`config.mk`:
```
export PLATFORM = sky130hd
export DESIGN_NAME = ddr2_burst_sched
export DESIGN_NICKNAME = d
export VERILOG_FILES = /design/src/rtl/ddr2_sched_pkg.sv /design/src/rtl/sched_cfg_reg.sv /design/src/rtl/sched_lane.sv /design/src/rtl/ddr2_burst_sched.sv
export SDC_FILE = /design/constraint.sdc
export NUM_CORES = 1
export LEC_CHECK = 0
export CAP_MARGIN = 20
export CELL_PAD_IN_SITES_DETAIL_PLACEMENT = 0
export CELL_PAD_IN_SITES_GLOBAL_PLACEMENT = 1
export CORE_MARGIN = 5
export CORE_UTILIZATION = 34
export DETAILED_ROUTE_END_ITERATION = 7
export PLACE_DENSITY_LB_ADDON = 0.1
export SETUP_SLACK_MARGIN = 0.2
export SYNTH_ARGS = -nofsm -noshare
export SYNTH_HDL_FRONTEND = slang
export SYNTH_HIERARCHICAL = 1
export SYNTH_SLANG_ARGS = --single-unit
```
`constraint.sdc`:
```
create_clock -name clk -period 7.7 [get_ports clk]
set_input_delay 1.54 -clock clk [delete_from_list [all_inputs] [get_ports clk]]
set_output_delay 1.54 -clock clk [all_outputs]
set_load 0.02 [all_outputs]
```
`src/rtl/ddr2_sched_pkg.sv`:
```
`timescale 1ns/1ps
package ddr2_sched_pkg;

  localparam int VEC_MAX = 32;
  localparam int CFG_W   = 3;

  typedef logic [VEC_MAX-1:0] vec_t;

  typedef struct packed {
    logic [CFG_W-1:0] cl;
    logic [CFG_W-1:0] al;
    logic             bl8;
  } sched_cfg_t;

  function automatic int rd_lat(input sched_cfg_t c);
    return int'(c.cl) + int'(c.al);
  endfunction

  function automatic int wr_lat(input sched_cfg_t c);
    return rd_lat(c) - 1;
  endfunction

  function automatic int burst_clks(input sched_cfg_t c, input int short_clks, input int long_clks);
    return c.bl8 ? long_clks : short_clks;
  endfunction

  function automatic logic cfg_ok(input logic [CFG_W-1:0] cl, input logic [CFG_W-1:0] al,
                                  input int cl_min, input int cl_max, input int al_max);
    return (int'(cl) >= cl_min) && (int'(cl) <= cl_max) && (int'(al) <= al_max);
  endfunction

  // bits lo .. lo+n-1 set
  function automatic vec_t span(input int lo, input int n);
    vec_t m;
    m = '0;
    for (int i = 0; i < VEC_MAX; i++) begin
      if (i >= lo && i < lo + n) m[i] = 1'b1;
    end
    return m;
  endfunction

  // bits 0 .. n-1 set
  function automatic vec_t below(input int n);
    return span(0, n);
  endfunction

endpackage

```
`src/rtl/sched_cfg_reg.sv`:
```
`timescale 1ns/1ps
module sched_cfg_reg import ddr2_sched_pkg::*; #(
  parameter int CL_MIN = 3,
  parameter int CL_MAX = 6,
  parameter int AL_MAX = 4
) (
  input  logic             clk,
  input  logic             rst,
  input  logic             load,
  input  logic [CFG_W-1:0] cl_in,
  input  logic [CFG_W-1:0] al_in,
  input  logic             bl8_in,
  output sched_cfg_t       cfg,
  output logic             err
);

  logic legal;
  assign legal = cfg_ok(cl_in, al_in, CL_MIN, CL_MAX, AL_MAX);

  always_ff @(posedge clk) begin
    if (rst) begin
      cfg.cl  <= CFG_W'(CL_MIN);
      cfg.al  <= '0;
      cfg.bl8 <= 1'b0;
      err     <= 1'b0;
    end else begin
      err <= load & ~legal;
      if (load && legal) begin
        cfg.cl  <= cl_in;
        cfg.al  <= al_in;
        cfg.bl8 <= bl8_in;
      end
    end
  end

endmodule

```
`src/rtl/sched_lane.sv`:
```
`timescale 1ns/1ps
module sched_lane import ddr2_sched_pkg::*; #(
  parameter int DEPTH = 15,
  parameter int LAT_W = 4,
  parameter int BL_W  = 3
) (
  input  logic             clk,
  input  logic             rst,
  input  logic             issue,
  input  logic             autopre,
  input  logic [LAT_W-1:0] lat,
  input  logic [BL_W-1:0]  blen,
  output logic             en,
  output logic             pre,
  output logic [DEPTH-1:0] ahead,
  output logic             cut
);

  // bit j of a vector: event j edges from now
  logic [DEPTH-1:0] win_q, pre_q, win_sh, pre_sh, win_d, pre_d;
  vec_t m_win, m_keep, m_keep_pre, m_pre;

  always_comb begin
    m_win      = span(int'(lat), int'(blen));
    m_keep     = below(int'(lat));
    m_keep_pre = below(int'(lat) + 1);
    m_pre      = span(int'(lat) + int'(blen), 1);
  end

  assign win_sh = win_q >> 1;
  assign pre_sh = pre_q >> 1;

  always_comb begin
    win_d = win_sh;
    pre_d = pre_sh;
    if (issue) begin
      win_d = (win_sh & m_keep[DEPTH-1:0]) | m_win[DEPTH-1:0];
      // pulse exactly at lat belongs to a burst that ended just before the new one
      pre_d = (pre_sh & m_keep_pre[DEPTH-1:0]) | (autopre ? m_pre[DEPTH-1:0] : '0);
    end
  end

  always_ff @(posedge clk) begin
    if (rst) begin
      win_q <= '0;
      pre_q <= '0;
    end else begin
      win_q <= win_d;
      pre_q <= pre_d;
    end
  end

  assign en    = win_q[0];
  assign pre   = pre_q[0];
  assign ahead = win_sh;
  assign cut   = issue & |(win_sh & ~m_keep[DEPTH-1:0]);

endmodule

```
`src/rtl/ddr2_burst_sched.sv`:
```
`timescale 1ns/1ps
module ddr2_burst_sched import ddr2_sched_pkg::*; #(
  parameter int CL_MIN     = 3,
  parameter int CL_MAX     = 6,
  parameter int AL_MAX     = 4,
  parameter int SHORT_CLKS = 2,
  parameter int LONG_CLKS  = 4
) (
  input  logic       clk,
  input  logic       rst,
  input  logic       cfg_load,
  input  logic [2:0] cfg_cl,
  input  logic [2:0] cfg_al,
  input  logic       cfg_bl8,
  input  logic       cmd_valid,
  input  logic       cmd_is_wr,
  input  logic       cmd_autopre,
  output logic       rd_en,
  output logic       wr_en,
  output logic       pre_start,
  output logic       cfg_err,
  output logic       cmd_rej
);

  localparam int MAX_LAT = CL_MAX + AL_MAX;
  localparam int DEPTH   = MAX_LAT + LONG_CLKS + 1;
  localparam int LAT_W   = $clog2(MAX_LAT + 1);
  localparam int BL_W    = $clog2(LONG_CLKS + 1);

  sched_cfg_t       cfg;
  logic [LAT_W-1:0] rlat, wlat;
  logic [BL_W-1:0]  blen;

  sched_cfg_reg #(.CL_MIN(CL_MIN), .CL_MAX(CL_MAX), .AL_MAX(AL_MAX)) u_cfg (
    .clk(clk), .rst(rst), .load(cfg_load),
    .cl_in(cfg_cl), .al_in(cfg_al), .bl8_in(cfg_bl8),
    .cfg(cfg), .err(cfg_err)
  );

  assign rlat = LAT_W'(rd_lat(cfg));
  assign wlat = LAT_W'(wr_lat(cfg));
  assign blen = BL_W'(burst_clks(cfg, SHORT_CLKS, LONG_CLKS));

  // lane 0 = read, lane 1 = write
  logic [LAT_W-1:0] lat_g   [2];
  logic [DEPTH-1:0] ahead_g [2];
  logic [1:0]       req_g, hit_g, go_g, en_g, pre_g, cut_g;

  assign lat_g[0] = rlat;
  assign lat_g[1] = wlat;
  assign req_g    = {cmd_valid & cmd_is_wr, cmd_valid & ~cmd_is_wr};

  for (genvar g = 0; g < 2; g++) begin : g_lane
    vec_t m_req;
    always_comb m_req = span(int'(lat_g[g]), int'(blen));
    assign hit_g[g] = |(m_req[DEPTH-1:0] & ahead_g[1-g]);
    assign go_g[g]  = req_g[g] & ~hit_g[g];

    sched_lane #(.DEPTH(DEPTH), .LAT_W(LAT_W), .BL_W(BL_W)) u_lane (
      .clk(clk), .rst(rst), .issue(go_g[g]), .autopre(cmd_autopre),
      .lat(lat_g[g]), .blen(blen),
      .en(en_g[g]), .pre(pre_g[g]), .ahead(ahead_g[g]), .cut(cut_g[g])
    );
  end

  // named events for the checker
  logic issue_any, reject_now, burst_cut;
  assign issue_any  = |go_g;
  assign reject_now = |(req_g & hit_g);
  assign burst_cut  = |cut_g;

  always_ff @(posedge clk) begin
    if (rst) cmd_rej <= 1'b0;
    else     cmd_rej <= reject_now;
  end

  assign rd_en     = en_g[0];
  assign wr_en     = en_g[1];
  assign pre_start = |pre_g;

endmodule

```
* Word level (Yosys, flattened, before mapping)
Cells that the tools add are included.
Operators by class: bitwise gates (word level) 22, order comparisons 183, reduce and logical (&&, ||, !) cells 69, mux-type cells 127, add/subtract/negate cells 8
Operators by type and width (count):
- less-than comparator 5 x 32 -> 1 bit (first input constant) | 42
- less-than comparator 4 x 32 -> 1 bit (first input constant) | 24
- greater-or-equal comparator 5 x 32 -> 1 bit (first input constant) | 14
- less-than comparator 3 x 32 -> 1 bit (first input constant) | 12
- greater-or-equal comparator 4 x 32 -> 1 bit (first input constant) | 8
- less-than comparator 1 x 32 -> 1 bit (first input constant) | 6
- less-than comparator 2 x 32 -> 1 bit (first input constant) | 6
- greater-or-equal comparator 3 x 32 -> 1 bit (first input constant) | 4
- 2-to-1 mux 1 bit | 120
- adder 32 x 2 -> 32 bit (second input constant) | 2
- greater-or-equal comparator 1 x 32 -> 1 bit (first input constant) | 2
- greater-or-equal comparator 2 x 32 -> 1 bit (first input constant) | 2
- logical AND 1 bit | 63
- bitwise AND 14 x 15 -> 15 bit | 4
- bitwise OR 15 bit | 4
- greater-or-equal comparator 4 bit (first input constant) | 14
- less-than comparator 4 bit (first input constant) | 14
- 2-to-1 mux 14 bit | 4
- greater-or-equal comparator 3 x 4 -> 1 bit (first input constant) | 8
- less-than comparator 3 x 4 -> 1 bit (first input constant) | 8
- bitwise AND 15 x 14 -> 15 bit | 2
- 2-to-1 mux 15 bit | 2
- OR reduction 15 bit | 2
- greater-or-equal comparator 1 x 4 -> 1 bit (first input constant) | 4
- 14 further kinds | 38
Storage, ports and cells: output and inout bits 5, bits in registers 69

* Logic depth before layout (Yosys ltp)
depth after elaboration 12, mapped depth 21, depth with buffers taken out 19

* Modules after synthesis
Netlist, hierarchy kept.
Modules (own cells, without submodules):
- sched_lane (g_lane[0].u_lane) | cells each 275, area an instance 2152.1 µm², times used 1
- sched_lane (g_lane[1].u_lane) | cells each 289, area an instance 2147.1 µm², times used 1
- ddr2_burst_sched | cells each 163, area an instance 1154.9 µm², times used 1
- sched_cfg_reg | cells each 37, area an instance 370.4 µm², times used 1

* Least setup slack after synthesis
OpenSTA, ideal clock, no wires.
path type register to register, start point reg, netlist name u_cfg/cfg[1], end point reg g_lane[1].u_lane.pre_q[0], slack 2.720 ns, setup time 0.125 ns, path buffers 2, stages on the path, launching flop included 20, data arrival time 4.855 ns, data required time 7.575 ns, cells stage by stage dfxtp_1 > ha_1 > fa_1 > inv_1 > ha_1 > clkbuf_1 > xnor2_1 > inv_2 > fa_1 > nor2_1 > mux2i_1 > o32ai_2 > nand4_1 > a221oi_2 > and3_1 > clkbuf_1 > nor2b_1 > o21ai_0 > o211ai_1 > o31ai_1
RTL lines:
- to (signal assigned) | line sched_lane.sv:49 | pre_q <= pre_d;
- to (decl) | line sched_lane.sv:20 | logic [DEPTH-1:0] win_q, pre_q, win_sh, pre_sh, win_d, pre_d;

==> impl_results.md <==
- Mapped Area: about 0.0056 sq mm
- FMAX: between 150 and 200 MHz
- Sw Share: 43.83%
- Worst hold endpoint: g_lane[1].u_lane/pre_q[3]$_SDFF_PP0_
- Number of global-route vias before repair: 5225
- Setup WS post-layout: approximately 2 ns
- HPWL Detailed: around 13000 um
- Reg clk slew, reported paths: approximately 0.060 ns
- Hold Path Depth: 2
- Final Wtd Congestion: 0.8674
- RSZ-0062 raised after global routing: no
- Sequential power share: about a quarter
- Period utilization: approximately 75%
- Slew @ Worst Pin: 1.075 ns
- Final Max Slew Viols: 0
- Yosys warns: 6
- Fillers: approximately 1.7k
- Clock Path Buffers: 2
- Tot GR Track Use: 18.91%
- Req. time, crit path: between 7 and 8 ns
- Setup Buffers After CTS: 0
- CTS root buf: clkbuf_16
- Worst reg2reg setup slack: 1.95 ns
- Drt first pass iters: 5
- Routed wire length: about 18000 um
- Cts hold-fix bufs: 0
- Area delta synth->final: 10.36%
- Place WS: ~2 ns
- Setup_tns: 0 ns
- Largest net degree at the start of global routing: 57
- DR DRC count: 0
- Relative slew slack: 28.13%
- Cts repair resizes: 0
- Iter 0 DRT Violations: roughly 410
- Antenna violations before repair: 0
- Die width: 138.4 um
- H-tree depth: 3
- Number of port buffers: 17
- Ratio of cells with drive above 1 in the final layout: 8.840%
- Status: completed
- Num CTS Buffers: 9
- Peak supply drop: 0.1512 mV
- Total clock sinks: 69
- I/O pin count: 18
- Core Area: between 0.015 and 0.02 sq mm
- CP endpoint kind: register
- Final Skew: slightly above 0.007 ns
- Net switching power: about 700 uW
- Critical Path Source Type: register
- Gate power share: about 48%
- Cell-internal power: approximately 900 uW
- Max-capacitance violation count: 0
- Initial Utilization: approximately a third
- Die area: approximately 0.019 sq mm
- Diodes inserted: 0
- Data arrival time of the worst path: around 6.0 ns
- Reg-to-Reg Start: u_cfg/cfg[1]$_SDFFE_PP0P_
- Routed len/inst: between 15 and 20 um
- Min-delay src: g_lane[1].u_lane/pre_q[4]$_SDFF_PP0_
- Num rows: 47
- Reg2reg end: g_lane[1].u_lane/pre_q[9]$_SDFF_PP0_
- Nets: 770
- Vias per Instance: roughly 6
- Post-layout minimum cycle time: around 5.8 ns
- Final ANT Viol Nets: 0
- First-pass GRT wire length: between 20000 and 30000 um
- Post-Synthesis Cells: approximately 730
- Vias: around 5.5k
- Power share of the clock group: between 20% and 30%
- Final Setup Violations: 0
- Grt total ovfl: 0
- Hold Vio Cnt, Final: 0
- Post-Syn Area per Cell: approximately 7.7 sq um
- Reg2reg path depth: 18
- Clock latency at the later pin of the worst-skew pair: 0.35 ns
- CTS tree: done
- Worst Path Max Fanout: 29
- Pleak: ~2.2 nW
- Die Span Y: 138.4 um
- Hold Path Class: reg2reg
- Crit path kind: reg2reg
- Pwr dens: approximately 260 mW/mm^2
how the worst max path moves through the flow:
stage,endpoint,cells past startpoint,start,slack [ns]
floorplan,g_lane[1].u_lane/pre_q[0]$_SDFF_PP0_,19,u_cfg/cfg[1]$_SDFFE_PP0P_,2.74
global placement,g_lane[1].u_lane/pre_q[9]$_SDFF_PP0_,19,u_cfg/cfg[1]$_SDFFE_PP0P_,2.18
CTS,g_lane[1].u_lane/pre_q[9]$_SDFF_PP0_,19,u_cfg/cfg[1]$_SDFFE_PP0P_,1.96
finish,g_lane[1].u_lane/pre_q[9]$_SDFF_PP0_,18,u_cfg/cfg[1]$_SDFFE_PP0P_,1.95
global route,g_lane[1].u_lane/pre_q[9]$_SDFF_PP0_,19,u_cfg/cfg[1]$_SDFFE_PP0P_,1.56
detailed placement,g_lane[1].u_lane/pre_q[9]$_SDFF_PP0_,19,u_cfg/cfg[1]$_SDFFE_PP0P_,2.00
power groups by stage:
stage / combinational (mW) / clock [mW] / sequential, mW
after floorplan: 0.560 / 0 / 0.412
after global placement: 0.758 / 0 / 0.421
after detailed placement: 0.746 / 0 / 0.421
after CTS: 0.750 / 0.433 / 0.413
after global routing: 0.835 / 0.450 / 0.417
final: 0.765 / 0.427 / 0.414
stage by stage:
| step | instances | hold slack (ns) | area (sq um) | power [mW] | util (%) |
|---|---|---|---|---|---|
| floorplan | 729 | 0.4174 | 5605 | 0.9723 | - |
| global placement | 928 | 0.4419 | 5881 | 1.178 | 35.97 |
| detailed placement | 928 | 0.4482 | 5881 | 1.167 | 35.97 |
| CTS | 944 | 0.4466 | 6182 | 1.596 | 37.82 |
| global route | 944 | 0.4606 | 6182 | 1.702 | 37.82 |
| finish | 944 | 0.4379 | 6182 | 1.605 | 37.82 |
final cells by class:
type,count,area (sq um),share of cell area (%)
Tap cell,220,275.3,4.453
Sequential cell,69,1381,22.34
Inverter,41,158.9,2.570
Timing Repair Buffer,25,225.2,3.643
Clock inverter,6,62.56,1.012
Multi-Input combinational cell,573,3840,62.11
Clock buffer,10,239.0,3.866
sequential cells by signal, summed over array words and instances (netlist names):
register	flops
cmd_rej	1
u_cfg/cfg	7
g_lane.u_lane/win_q	30
g_lane.u_lane/pre_q	30
u_cfg/err	1
per-layer routing:
metal	wire (um)	global-route usage (%)	part of all wire [%]
met1	8680	26.56	47
met2	8157	28.78	45
met3	899	3.004	4.9
met4	556	8.008	3.0
met5	0	0	0
layout by cell type, fill, tap and decap left out, types with 7 or more instances in the layout:
cell type / n
nor2_1: 72
dfxtp_1: 69
a21oi_1: 67
o21ai_0: 58
nand2_1: 56
inv_1: 35
ha_1: 33
nand2b_1: 20
nor3_1: 20
nand3_1: 18
a311oi_1: 16
clkdlybuf4s50_1: 16
a31oi_1: 15
mux2i_1: 14
o211ai_1: 13
a211oi_1: 12
clkbuf_16: 9
and2_1: 8
o32ai_1: 8
buf_4: 8
o21a_1: 7
worst max-delay path, cell delays in order, from the launching register on:
cell and delay (ns):
dfxtp_1 0.31, ha_1 0.23, fa_1 0.41, xnor2_2 0.46
inv_2 0.37, xnor2_1 0.41, inv_2 0.25, fa_1 0.56
nor2_1 0.15, mux2i_1 0.14, o32ai_2 0.26, nand4_1 0.13
a221oi_2 0.30, and3_1 0.51, nand2_1 0.18, o21ba_2 0.36
nand2_1 0.16, a311oi_1 0.28, a41o_1 0.19
(Power assumes the default switching activity.)
